--- src/rtl/modn_stepadd_pkg.sv ---
package modn_stepadd_pkg;

    typedef enum logic [3:0] {
        ST_IDLE, ST_ADD_AB, ST_SWAP_IN, ST_SUB_N, ST_FLAG_SET,
        ST_MASK_N, ST_ADD_N, ST_UNMASK_N, ST_SWAP_OUT, ST_SUB_A,
        ST_FLAG_CLR, ST_ADD_A, ST_RETIRE, ST_DONE
    } step_e;

    typedef struct packed {
        logic load;     // capture operands
        logic pass;     // accumulator takes adder result
        logic sub;      // adder subtracts
        logic swap;     // exchange operand and parking slots
        logic flag_set; // flag ^= ~sign
        logic flag_clr; // flag ^= sign
        logic mask;     // if flag, slot ^= modulus
        logic busy;
        logic done;
    } ctl_t;

endpackage

--- src/rtl/modn_addsub.sv ---
module modn_addsub #(
    parameter int W = 8
) (
    input  logic [W:0]   acc,
    input  logic [W-1:0] opd,
    input  logic         sub,
    output logic [W:0]   res,
    output logic [W:0]   carries
);
    logic [W:0]   y;
    logic [W+1:0] c;

    assign y    = sub ? ~{1'b0, opd} : {1'b0, opd};
    assign c[0] = sub;

    for (genvar i = 0; i <= W; i++) begin : g_bit
        assign res[i]   = acc[i] ^ y[i] ^ c[i];
        assign c[i+1]   = (acc[i] & y[i]) | (acc[i] & c[i]) | (y[i] & c[i]);
    end

    assign carries = c[W+1:1];
endmodule

--- src/rtl/modn_seq_ctrl.sv ---
module modn_seq_ctrl
    import modn_stepadd_pkg::*;
(
    input  logic clk,
    input  logic rst_n,
    input  logic start,
    output ctl_t ctl
);
    step_e state_q, state_d;

    always_ff @(posedge clk) begin
        if (!rst_n) state_q <= ST_IDLE;
        else        state_q <= state_d;
    end

    always_comb begin
        state_d = state_q;
        unique case (state_q)
            ST_IDLE:     state_d = start ? ST_ADD_AB : ST_IDLE;
            ST_ADD_AB:   state_d = ST_SWAP_IN;
            ST_SWAP_IN:  state_d = ST_SUB_N;
            ST_SUB_N:    state_d = ST_FLAG_SET;
            ST_FLAG_SET: state_d = ST_MASK_N;
            ST_MASK_N:   state_d = ST_ADD_N;
            ST_ADD_N:    state_d = ST_UNMASK_N;
            ST_UNMASK_N: state_d = ST_SWAP_OUT;
            ST_SWAP_OUT: state_d = ST_SUB_A;
            ST_SUB_A:    state_d = ST_FLAG_CLR;
            ST_FLAG_CLR: state_d = ST_ADD_A;
            ST_ADD_A:    state_d = ST_RETIRE;
            ST_RETIRE:   state_d = ST_DONE;
            ST_DONE:     state_d = ST_IDLE;
            default:     state_d = ST_IDLE;
        endcase
    end

    always_comb begin
        ctl      = '0;
        ctl.busy = (state_q != ST_IDLE);
        unique case (state_q)
            ST_IDLE:     ctl.load = start;
            ST_ADD_AB:   ctl.pass = 1'b1;
            ST_SWAP_IN:  ctl.swap = 1'b1;
            ST_SUB_N:    begin ctl.pass = 1'b1; ctl.sub = 1'b1; end
            ST_FLAG_SET: ctl.flag_set = 1'b1;
            ST_MASK_N:   ctl.mask = 1'b1;
            ST_ADD_N:    ctl.pass = 1'b1;
            ST_UNMASK_N: ctl.mask = 1'b1;
            ST_SWAP_OUT: ctl.swap = 1'b1;
            ST_SUB_A:    begin ctl.pass = 1'b1; ctl.sub = 1'b1; end
            ST_FLAG_CLR: ctl.flag_clr = 1'b1;
            ST_ADD_A:    ctl.pass = 1'b1;
            ST_RETIRE:   ;
            ST_DONE:     ctl.done = 1'b1;
            default:     ;
        endcase
    end
endmodule

--- src/rtl/modn_stepadd.sv ---
module modn_stepadd
    import modn_stepadd_pkg::*;
#(
    parameter int W = 8
) (
    input  logic         clk,
    input  logic         rst_n,
    input  logic         start,
    input  logic [W-1:0] a_in,
    input  logic [W-1:0] b_in,
    input  logic [W-1:0] mod_in,
    output logic         busy,
    output logic         done,
    output logic [W-1:0] sum_out,
    output logic [W-1:0] a_hold,
    output logic [W-1:0] mod_hold,
    output logic         scratch_err
);
    localparam int AW = W + 1;

    ctl_t          ctl;
    logic [AW-1:0] acc_q, acc_d, carry_d, carry_q;
    logic [W-1:0]  slot_q, park_q, modc_q;
    logic          flag_q;
    logic          sign;

    modn_seq_ctrl u_ctrl (
        .clk   (clk),
        .rst_n (rst_n),
        .start (start),
        .ctl   (ctl)
    );

    modn_addsub #(.W(W)) u_alu (
        .acc     (acc_q),
        .opd     (slot_q),
        .sub     (ctl.sub),
        .res     (acc_d),
        .carries (carry_d)
    );

    assign sign = acc_q[AW-1];

    always_ff @(posedge clk) begin
        if (!rst_n) begin
            acc_q   <= '0;
            carry_q <= '0;
            slot_q  <= '0;
            park_q  <= '0;
            modc_q  <= '0;
            flag_q  <= 1'b0;
        end else begin
            carry_q <= ctl.pass ? carry_d : '0;
            if (ctl.load) begin
                acc_q  <= {1'b0, b_in};
                slot_q <= a_in;
                park_q <= mod_in;
                modc_q <= mod_in;
                flag_q <= 1'b0;
            end
            if (ctl.pass)     acc_q  <= acc_d;
            if (ctl.swap) begin
                slot_q <= park_q;
                park_q <= slot_q;
            end
            if (ctl.flag_set) flag_q <= flag_q ^ ~sign;
            if (ctl.flag_clr) flag_q <= flag_q ^ sign;
            if (ctl.mask && flag_q) slot_q <= slot_q ^ modc_q;
        end
    end

    assign busy        = ctl.busy;
    assign done        = ctl.done;
    assign sum_out     = acc_q[W-1:0];
    assign a_hold      = slot_q;
    assign mod_hold    = park_q;
    assign scratch_err = ctl.done & (flag_q | (|carry_q));
endmodule

--- config.mk ---
export PLATFORM = sky130hd
export DESIGN_NAME = modn_stepadd
export DESIGN_NICKNAME = d
export VERILOG_FILES = /design/src/rtl/modn_stepadd_pkg.sv /design/src/rtl/modn_addsub.sv /design/src/rtl/modn_seq_ctrl.sv /design/src/rtl/modn_stepadd.sv
export SDC_FILE = /design/constraint.sdc
export NUM_CORES = 1
export LEC_CHECK = 0
export ABC_AREA = 1
export BUFFER_PORTS_ARGS = -buffer_cell sky130_fd_sc_hd__buf_2
export CORE_ASPECT_RATIO = 0.9
export CORE_MARGIN = 1.5
export CORE_UTILIZATION = 35
export DETAILED_ROUTE_END_ITERATION = 8
export GPL_ROUTABILITY_DRIVEN = 0
export GPL_TIMING_DRIVEN = 0
export PLACE_DENSITY = 0.61
export SLEW_MARGIN = 10
export SYNTH_ARGS = -nofsm -noshare
export SYNTH_HDL_FRONTEND = slang
export SYNTH_HIERARCHICAL = 1
export SYNTH_SLANG_ARGS = --single-unit
--- constraint.sdc ---
create_clock -name clk -period 4.7 [get_ports clk]
set_input_delay 0.47 -clock clk [delete_from_list [all_inputs] [get_ports clk]]
set_output_delay 0.47 -clock clk [all_outputs]
set_load 0.005 [all_outputs]
# After elaboration in Yosys (flattened, before gate mapping)
# Index checks and enable logic that the tools add are counted.
# op_classes
n_eq_ne,13
n_mux,21
bitwise,70
n_reduce_logical,13
# ops
op,count
4-bit one-hot mux with 13 select lines,1
8-bit two-way mux,5
1-bit bitwise AND,28
9-bit two-way mux,3
"4-bit == test, second input constant",6
1-bit bitwise XOR,20
1-bit OR,19
"4-bit by 3-bit == test with 1-bit output, second input constant",4
1-bit two-way mux,12
8-bit inverter with 9-bit output,1
9-bit OR reduction,1
"4-bit by 2-bit == test with 1-bit output, second input constant",2
8-bit bitwise XOR,1
3-bit nonzero test,2
2-bit OR reduction,3
5-bit OR reduction,1
"4-bit by 1-bit == test with 1-bit output, second input constant",1
4-bit zero test,1
2-bit nonzero test,2
4-bit nonzero test,1
2-bit AND reduction,1
1-bit logical AND,1
1-bit inverter,1
# word_totals
reg_bits,47
input_bits,27
out_inout_bits,27
word_cells,124

# Depth between registers and ports, before layout
# Gate-level depths: netlist of run 1.
# logic_depth
word_depth,31
depth_mapped,25
ltp_nobuf,24

# By module
# Netlist of run 1, hierarchy kept.
# by_module_without_submodules
module,instances,cells_each,area_per_inst_um2,seq_area_each_um2
modn_stepadd,1,297,2047.0,860.8
modn_addsub,1,67,480.5,0.0
modn_seq_ctrl,1,47,274.0,80.1

# Worst setup path before layout of run 1
# Ideal clock, no wire load.
# synth_path
path_kind,register -> register
from,register u_ctrl.state_q[2]
to,register acc_q[8]
setup_ps,66
arrival_time_ps,2968
required_time_ps,4634
path_slack_ps,1666
path_stages_with_launch,23
n_path_buf,1
period_less_slack_ps,3034
cell_sequence,dfxtp_1 -> inv_1 -> nand2_1 -> o21ai_0 -> buf_6 -> inv_4 -> o21ai_0 -> fa_1 -> a21oi_1 -> nand2_2 -> nand2_2 -> nand2_2 -> nand2_2 -> nand2_4 -> nand2_4 -> nand2_4 -> nand2_4 -> nand2_4 -> a21oi_2 -> fa_1 -> inv_1 -> a21oi_1 -> nor2_1
# synth_lines
element,line,source
start: declaration,modn_seq_ctrl.sv:9,"step_e state_q, state_d;"
start signal: assignment,modn_seq_ctrl.sv:13,else state_q <= state_d;
end signal: assignment,modn_stepadd.sv:55,"acc_q <= {1'b0, b_in};"
end: declaration,modn_stepadd.sv:22,"logic [AW-1:0] acc_q, acc_d, carry_d, carry_q;"

==> impl_results.md, run 1 <==
- Worst-margin pin slew: 0.444 ns
- Dominant synthesized flop cell: dfxtp_1
- Post-synthesis simple-gate area fraction: 30.0%
- Total negative slack: 0 ns
- H-tree depth: 2
- Area delta synth->final: 18.5%
- Num rows: 30
- Drt first pass iters: 4
- Slew Limit Fails: 0
- Fin crit period: 3.34 ns
- Startpoint types: register
- Post-synth top cells: 113 x nand2_1, 66 x inv_1, 47 x dfxtp_1
- Core Box Area: 0.00766 mm^2
- Worst setup EP type: register
- RSZ-0062 raised after global routing: no
- Sw frac: 34.0%
- NetSw: 0.431 mW
- Final core utilization: 43.3%
- Seq pwr share: 39.8%
- Synth async-reset ratio: 0%
- Clock latency at the later pin of the worst-skew pair: 0.29 ns
- Adder-Cell Fraction of Synth Area: 4.11%
- DR WL/cell: 12.3 um
- Max-Cap Viols: 0
- Diodes inserted: 0
- Initial antenna violation count: 0
- GRT Total Usage: 16.7%
- First-pass GRT wire length: 11600 um
- Synth Area in Compound Gates: 14.2%
- Largest net degree at the start of global routing: 15
- Post-route ant nets: 0
- Post-route DRC violation count: 0
- Post-synth EDFFs: 0
- Global route overflow: 0
- Final count of negative-setup-slack endpoints: 0
- Iteration-0 DRC Markers: 99
- Longest Clk Path Bufs: 2
- Post-CTS Setup Repair Bufs: 0
- Critical Path AT: 3.58 ns
- Top-area cell type share of the netlist area: 33.6%
- TritonCTS Buffers: 5
- Cell area power density: 382 mW/mm^2
- Part of the cycle the worst path needs: 71.1%
- Worst setup margin: 1.36 ns
- Largest family of logic cells by synthesized area: simple AND/OR/NAND/NOR gates
- Share of layout cells above drive strength 1: 22.7%
- Hold-fix buffers, CTS: 0
- Flops & latches, synth: 47
- Pre-CTS setup slack: 1.36 ns
- Worst hold stages: 3
- Area contributors post-synth: dfxtp_1 34%, nand2_1 15%, inv_1 8.8%
- Max Freq: 299 MHz
- Worst r2r path cells: 22
- Fin Hold WS: 0.436 ns
- Dominant cell type by area after synthesis: dfxtp_1
- PostCTS Resize Cnt: 0
- Post-layout net count: 506
- Initial Utilization: 36.6%
- Top-Level Pins: 54
- Clock power frac: 27.6%
- TritonCTS Sinks: 47
- Final wirelength: 6960 um
- Worst Skew: 0.00419 ns
- Syn avg cell area: 6.82 um^2
- Synth Cell Area: 0.00280 mm^2
- Slew HR: 70.4%
- Combinational Power Share: 32.6%
- Cells after Synth: 411
- Total number of vias: 2597
- Die H: 87.9 um
- Root buffer cell: clkbuf_8
- Clk slew on worst S/H paths: 0.09 ns
- PortBufs: 53
- Post-synthesis xor/xnor area fraction: 3.44%
- DP HPWL: 5190 um
- Fin. Hold Viols: 0
- Multiplexer share of the synthesized area: 0%
- Vias per cell: 4.57
- Chip width: 97.3 um
- Most frequent cell after synthesis: nand2_1
- Ys Warns: 6
- Outcome: complete, no violations
- Die area: 0.00855 mm^2
- Worst hold-check path type: primary input to register
- P_int: 0.837 mW
- Max FO, Critical Path: 8
- Vias in the first global route: 2488
- Sequential fraction of the synthesis area: 33.6%
- Syn nets: 446
- Required time of the critical path: 4.94 ns
- Netlist cell types: 33
- CTS tree: built
- Max VDD drop: 0.138 mV
- Critical path class: register to register
- Pleak: 1.67 nW
==> sequential cells by signal, summed over array words and instances, names as in the netlist <==
register / flops
modc_q: 8
flag_q: 1
acc_q: 9
a_hold: 8
carry_q: 9
mod_hold: 8
u_ctrl/state_q: 4
==> power by group through the flow <==
stage          clock (mW)  sequential (mW)  combinational, mW
3_5_place_dp            0            0.513              0.415
2_1_floorplan           0            0.498              0.302
3_3_place_gp            0            0.511              0.406
5_1_grt             0.376            0.513              0.472
6_report            0.350            0.504              0.413
4_1_cts             0.360            0.504              0.417
==> layout make-up <==
| type | instances | area, um^2 |
|---|---|---|
| buffer | 19 | 146 |
| fill | 845 | 4340 |
| sequential | 47 | 941 |
| clock buffer | 6 | 72.6 |
| multi-input combinational | 275 | 1450 |
| timing repair buffer | 53 | 265 |
| clock inverter | 2 | 60.1 |
| inverter | 70 | 265 |
| tap | 96 | 120 |
==> cell families after synthesis <==
| kind of cell | after synthesis |
|---|---|
| simple gates | 186 |
| buf+inv | 89 |
| compound gates | 70 |
| flops | 47 |
| xor+xnor | 11 |
| fa+ha+maj | 8 |
==> metrics by stage <==
stage                     std cells  cell area [um^2]  power, mW
final                           568              3320       1.27
after CTS                       568              3320       1.28
after floorplan                 411              2800      0.800
after global routing            568              3320       1.36
after detailed placement        560              3190      0.928
after global placement          560              3190      0.917
==> layout by cell type, fill, tap and decap left out, drive strengths merged <==
| cell type | netlist | final |
|---|---|---|
| a21oi | 30 | 30 |
| buf | 18 | 71 |
| bufinv | 0 | 2 |
| clkbuf | 1 | 7 |
| clkinv | 1 | 1 |
| dfxtp | 47 | 47 |
| fa | 2 | 2 |
| ha | 6 | 6 |
| inv | 69 | 69 |
| nand2 | 127 | 127 |
| nand3 | 22 | 22 |
| nand3b | 1 | 1 |
| nor2 | 31 | 31 |
| nor4 | 1 | 1 |
| o211ai | 8 | 8 |
| o21a | 1 | 1 |
| o21ai | 30 | 30 |
| o22ai | 1 | 1 |
| or2 | 4 | 4 |
| xnor2 | 4 | 4 |
| xor2 | 7 | 7 |
==> worst paths after layout <==
check,slack (ns),start,end
hold / removal,0.44,rst_n,u_ctrl/state_q[2]
setup reg to reg,1.36,u_ctrl/state_q[2],acc_q[8]
setup / recovery,1.36,u_ctrl/state_q[2],acc_q[8]
hold reg to reg,0.48,modc_q[2],modc_q[2]
==> routing by layer <==
metal	part of all wire (%)	routed length (um)	vias to the layer above	global-route usage (%)
met2	45	3170	60	28.7
met5	0	0	-	0
met1	49	3390	1144	22.4
met3	5.4	376	5	3.35
li1	-	-	1388	-
met4	0.46	32	0	2.73
==> critical path, stage by stage, from the launching register on <==
cell     delay [ns]
dfxtp_1        0.46
inv_1          0.12
nand2_1        0.11
o21ai_0        0.11
buf_6          0.16
inv_4          0.07
o21ai_0        0.14
fa_1           0.51
a21oi_1        0.20
nand2_2        0.10
nand2_2        0.06
nand2_2        0.06
nand2_2        0.08
nand2_4        0.07
nand2_4        0.06
nand2_4        0.06
nand2_4        0.07
nand2_4        0.06
a21oi_2        0.13
fa_1           0.42
inv_1          0.07
a21oi_1        0.06
nor2_1         0.08
Power figures use the tool's default switching activity.
==> run 2: changes to the inputs <==
- ABC_AREA: 1 -> 0
- PLACE_DENSITY: 0.61 -> 0.62
- clock period: 4.7 -> 2.95 ns (I/O delays scaled with it)
==> run 2 against run 1 <==
  * The flow now finishes with violations (negative setup slack)
  * Clock skew rose by 0.0046 ns
  * Worst hold slack worse by 0.18 ns
  * Worst setup slack worse by 1.4 ns
  * Sequential power up 48%
  * Non-clock buffer count rose by 16
  * Synthesized area rose by 7.2%
  * Critical path type unchanged
  * First-iteration DRC count down 14%
  * Clock power grew 28%
==> impl_results.md, run 2 <==
- Part of the cycle the worst path needs: 100%
- Largest family of logic cells by synthesized area: simple AND/OR/NAND/NOR gates
- Cells after DPL: 500
- DR WL/cell: 15.1 um
- Vias per cell: 5.03
- DP HPWL: 5550 um
- Post-synthesis simple-gate area fraction: 22.1%
- Required time of the critical path: 3.21 ns
- Startpoint types: register
- Post-layout net count: 433
- Synth Area in Compound Gates: 20.9%
- Critical Path AT: 3.21 ns
- Longest Clk Path Bufs: 2
- Largest net degree at the start of global routing: 15
- RSZ-0062 raised after global routing: yes
- Synth Cell Area: 0.00300 mm^2
- Initial Utilization: 36.7%
- Post-synthesis xor/xnor area fraction: 5.16%
- Worst hold-check path type: primary input to register
- Post-route DRC violation count: 0
- Most frequent cell after synthesis: dfxtp_1
- First-pass GRT wire length: 12400 um
- Dominant cell type by area after synthesis: dfxtp_1
- Most common cell after layout, fill and taps aside: buf_2
- Top-Level Pins: 54
- Drt first pass iters: 4
- GRT Total Usage: 17.4%
- Final Cell Area: 0.00367 mm^2
- Cells after Synth: 332
- Share of layout cells above drive strength 1: 33.1%
- Worst Skew: 0.00878 ns
- Syn avg cell area: 9.05 um^2
- PortBufs: 53
- Ys Warns: 6
- Total number of vias: 2583
- Post-route ant nets: 0
- Failing checks: negative setup slack
- Clock latency at the later pin of the worst-skew pair: 0.31 ns
- Die H: 90.9 um
- Sequential fraction of the synthesis area: 31.3%
- Post-synth top cells: 47 x dfxtp_1, 24 x mux2i_1, 24 x nand2_1
- TritonCTS Buffers: 5
- Fillcell total: 832
- Cell area power density: 452 mW/mm^2
- Fin. Hold Viols: 0
- Adder-Cell Fraction of Synth Area: 3.83%
- Worst setup margin: -0.00000822 ns
- Chip width: 101 um
- Synth async-reset ratio: 0%
- Netlist cell types: 56
- Slew Limit Fails: 0
- H-tree depth: 2
- Clk slew on worst S/H paths: 0.10 ns
- Vias in the first global route: 2371
- Max Freq: 339 MHz
- Root buffer cell: clkbuf_8
- Critical path class: register to register
- Initial antenna violation count: 0
- Worst setup EP type: register
- Hold-fix buffers, CTS: 0
- Dominant synthesized flop cell: dfxtp_1
- Multiplexer share of the synthesized area: 8.00%
- Commonest non-fill, non-tap cells in the layout: 56 x buf_2, 45 x dfxtp_1, 24 x nand2_1, 24 x mux2i_1
- CTS tree: built
- Diodes inserted: 0
- TritonCTS Sinks: 47
- Final count of negative-setup-slack endpoints: 1
- Fin crit period: 2.95 ns
- Largest registers: acc_q: 9 flops, carry_q: 9 flops
- Area contributors post-synth: dfxtp_1 31%, mux2i_1 8.0%, nand3b_1 4.2%
- Pleak: 1.54 nW
- Tot Pwr: 1.66 mW
- Max VDD drop: 0.165 mV
- Outcome: finished, violations left
- Post-synth EDFFs: 0
- Flops & latches, synth: 47
- Global route overflow: 0
- Final wirelength: 7750 um
- Slew HR: 22.4%
- Worst-margin pin slew: 1.15 ns
- Syn nets: 367
- Die area: 0.00915 mm^2
- Max FO, Critical Path: 5
- Iteration-0 DRC Markers: 85
- Post-Layout Cell Count: 514
- Num rows: 31
- Placed Area: 0.00344 mm^2
- Top-area cell type share of the netlist area: 31.3%
- Area delta synth->final: 22.2%
- Max-Cap Viols: 0
- Core Box Area: 0.00818 mm^2
==> run 2: final timing paths <==
path,start,to,slack (ns),depth (start not counted)
worst max-delay path,u_ctrl/state_q[3],acc_q[8],-0.000008,14
worst min-delay path,mod_in[4],modc_q[4],0.25,3
worst max register to register,u_ctrl/state_q[3],acc_q[8],-0.000008,14
worst min register to register,modc_q[4],modc_q[4],0.54,2
==> run 2: where the power goes <==
group | internal, mW | leakage (nW) | switching, mW
sequential | 0.684 | 0.385 | 0.0600
clock | 0.214 | 0.0505 | 0.234
combinational | 0.236 | 1.11 | 0.232
total | 1.13 | 1.54 | 0.526
==> run 2: cell type report <==
| class | count | area [um^2] | share of cell area [%] |
|---|---|---|---|
| buffer | 29 | 218 | 5.93 |
| clock buffer | 7 | 96.3 | 2.63 |
| clock inverter | 1 | 7.51 | 0.205 |
| inverter | 14 | 57.6 | 1.57 |
| multi-input combinational | 242 | 1890 | 51.6 |
| sequential | 47 | 943 | 25.7 |
| tap | 115 | 144 | 3.92 |
| timing repair buffer | 59 | 310 | 8.46 |
==> run 2: worst max-delay path: stages, from the launching register on <==
cell and delay [ns]:
dfxtp_1 0.32, buf_6 0.12, xnor2_4 0.17, nor2_2 0.07
buf_6 0.15, xor2_4 0.21, ha_4 0.20, or3_4 0.40
o22a_4 0.23, a21oi_4 0.17, o221a_1 0.21, fa_1 0.41
inv_1 0.06, a21oi_1 0.06, nor2b_1 0.10
==> run 2: per-layer routing <==
layer | global-route usage (%) | share of wire, % | wire length [um]
met5 | 0 | 0 | 0
met4 | 3.99 | 1.2 | 93
met3 | 3.87 | 3.5 | 273
met2 | 27.3 | 45 | 3500
met1 | 24.2 | 50 | 3890
==> run 2: per-stage QoR <==
stage	setup WS, ns	setup TNS [ns]	hold slack, ns	utilization, %
after floorplan	-0.0176	-0.0176	0.404	-
after global placement	-0.292	-0.374	0.512	42.1
after detailed placement	-0.302	-0.384	0.514	42.1
after CTS	0.000164	0	0.253	44.3
after global routing	-0.0730	-0.0867	0.273	44.8
final	-0.00000822	-0.00000822	0.254	44.8
==> run 2: timing repair <==
| item | CTS | global route |
|---|---|---|
| resized for setup | 8 | 7 |
| setup endpoints to repair | 2 | 3 |
| setup buffers | 5 | 1 |
| gates cloned | 0 | 0 |
| pin swaps | 5 | 2 |
==> run 2: cells by family after synthesis <==
family | count (synthesis)
multiplexers | 24
buffers and inverters | 43
adder cells (fa/ha/maj) | 8
XOR/XNOR | 13
AND/OR/NAND/NOR | 114
flip-flops | 47
AO/OA/AOI/OAI | 83
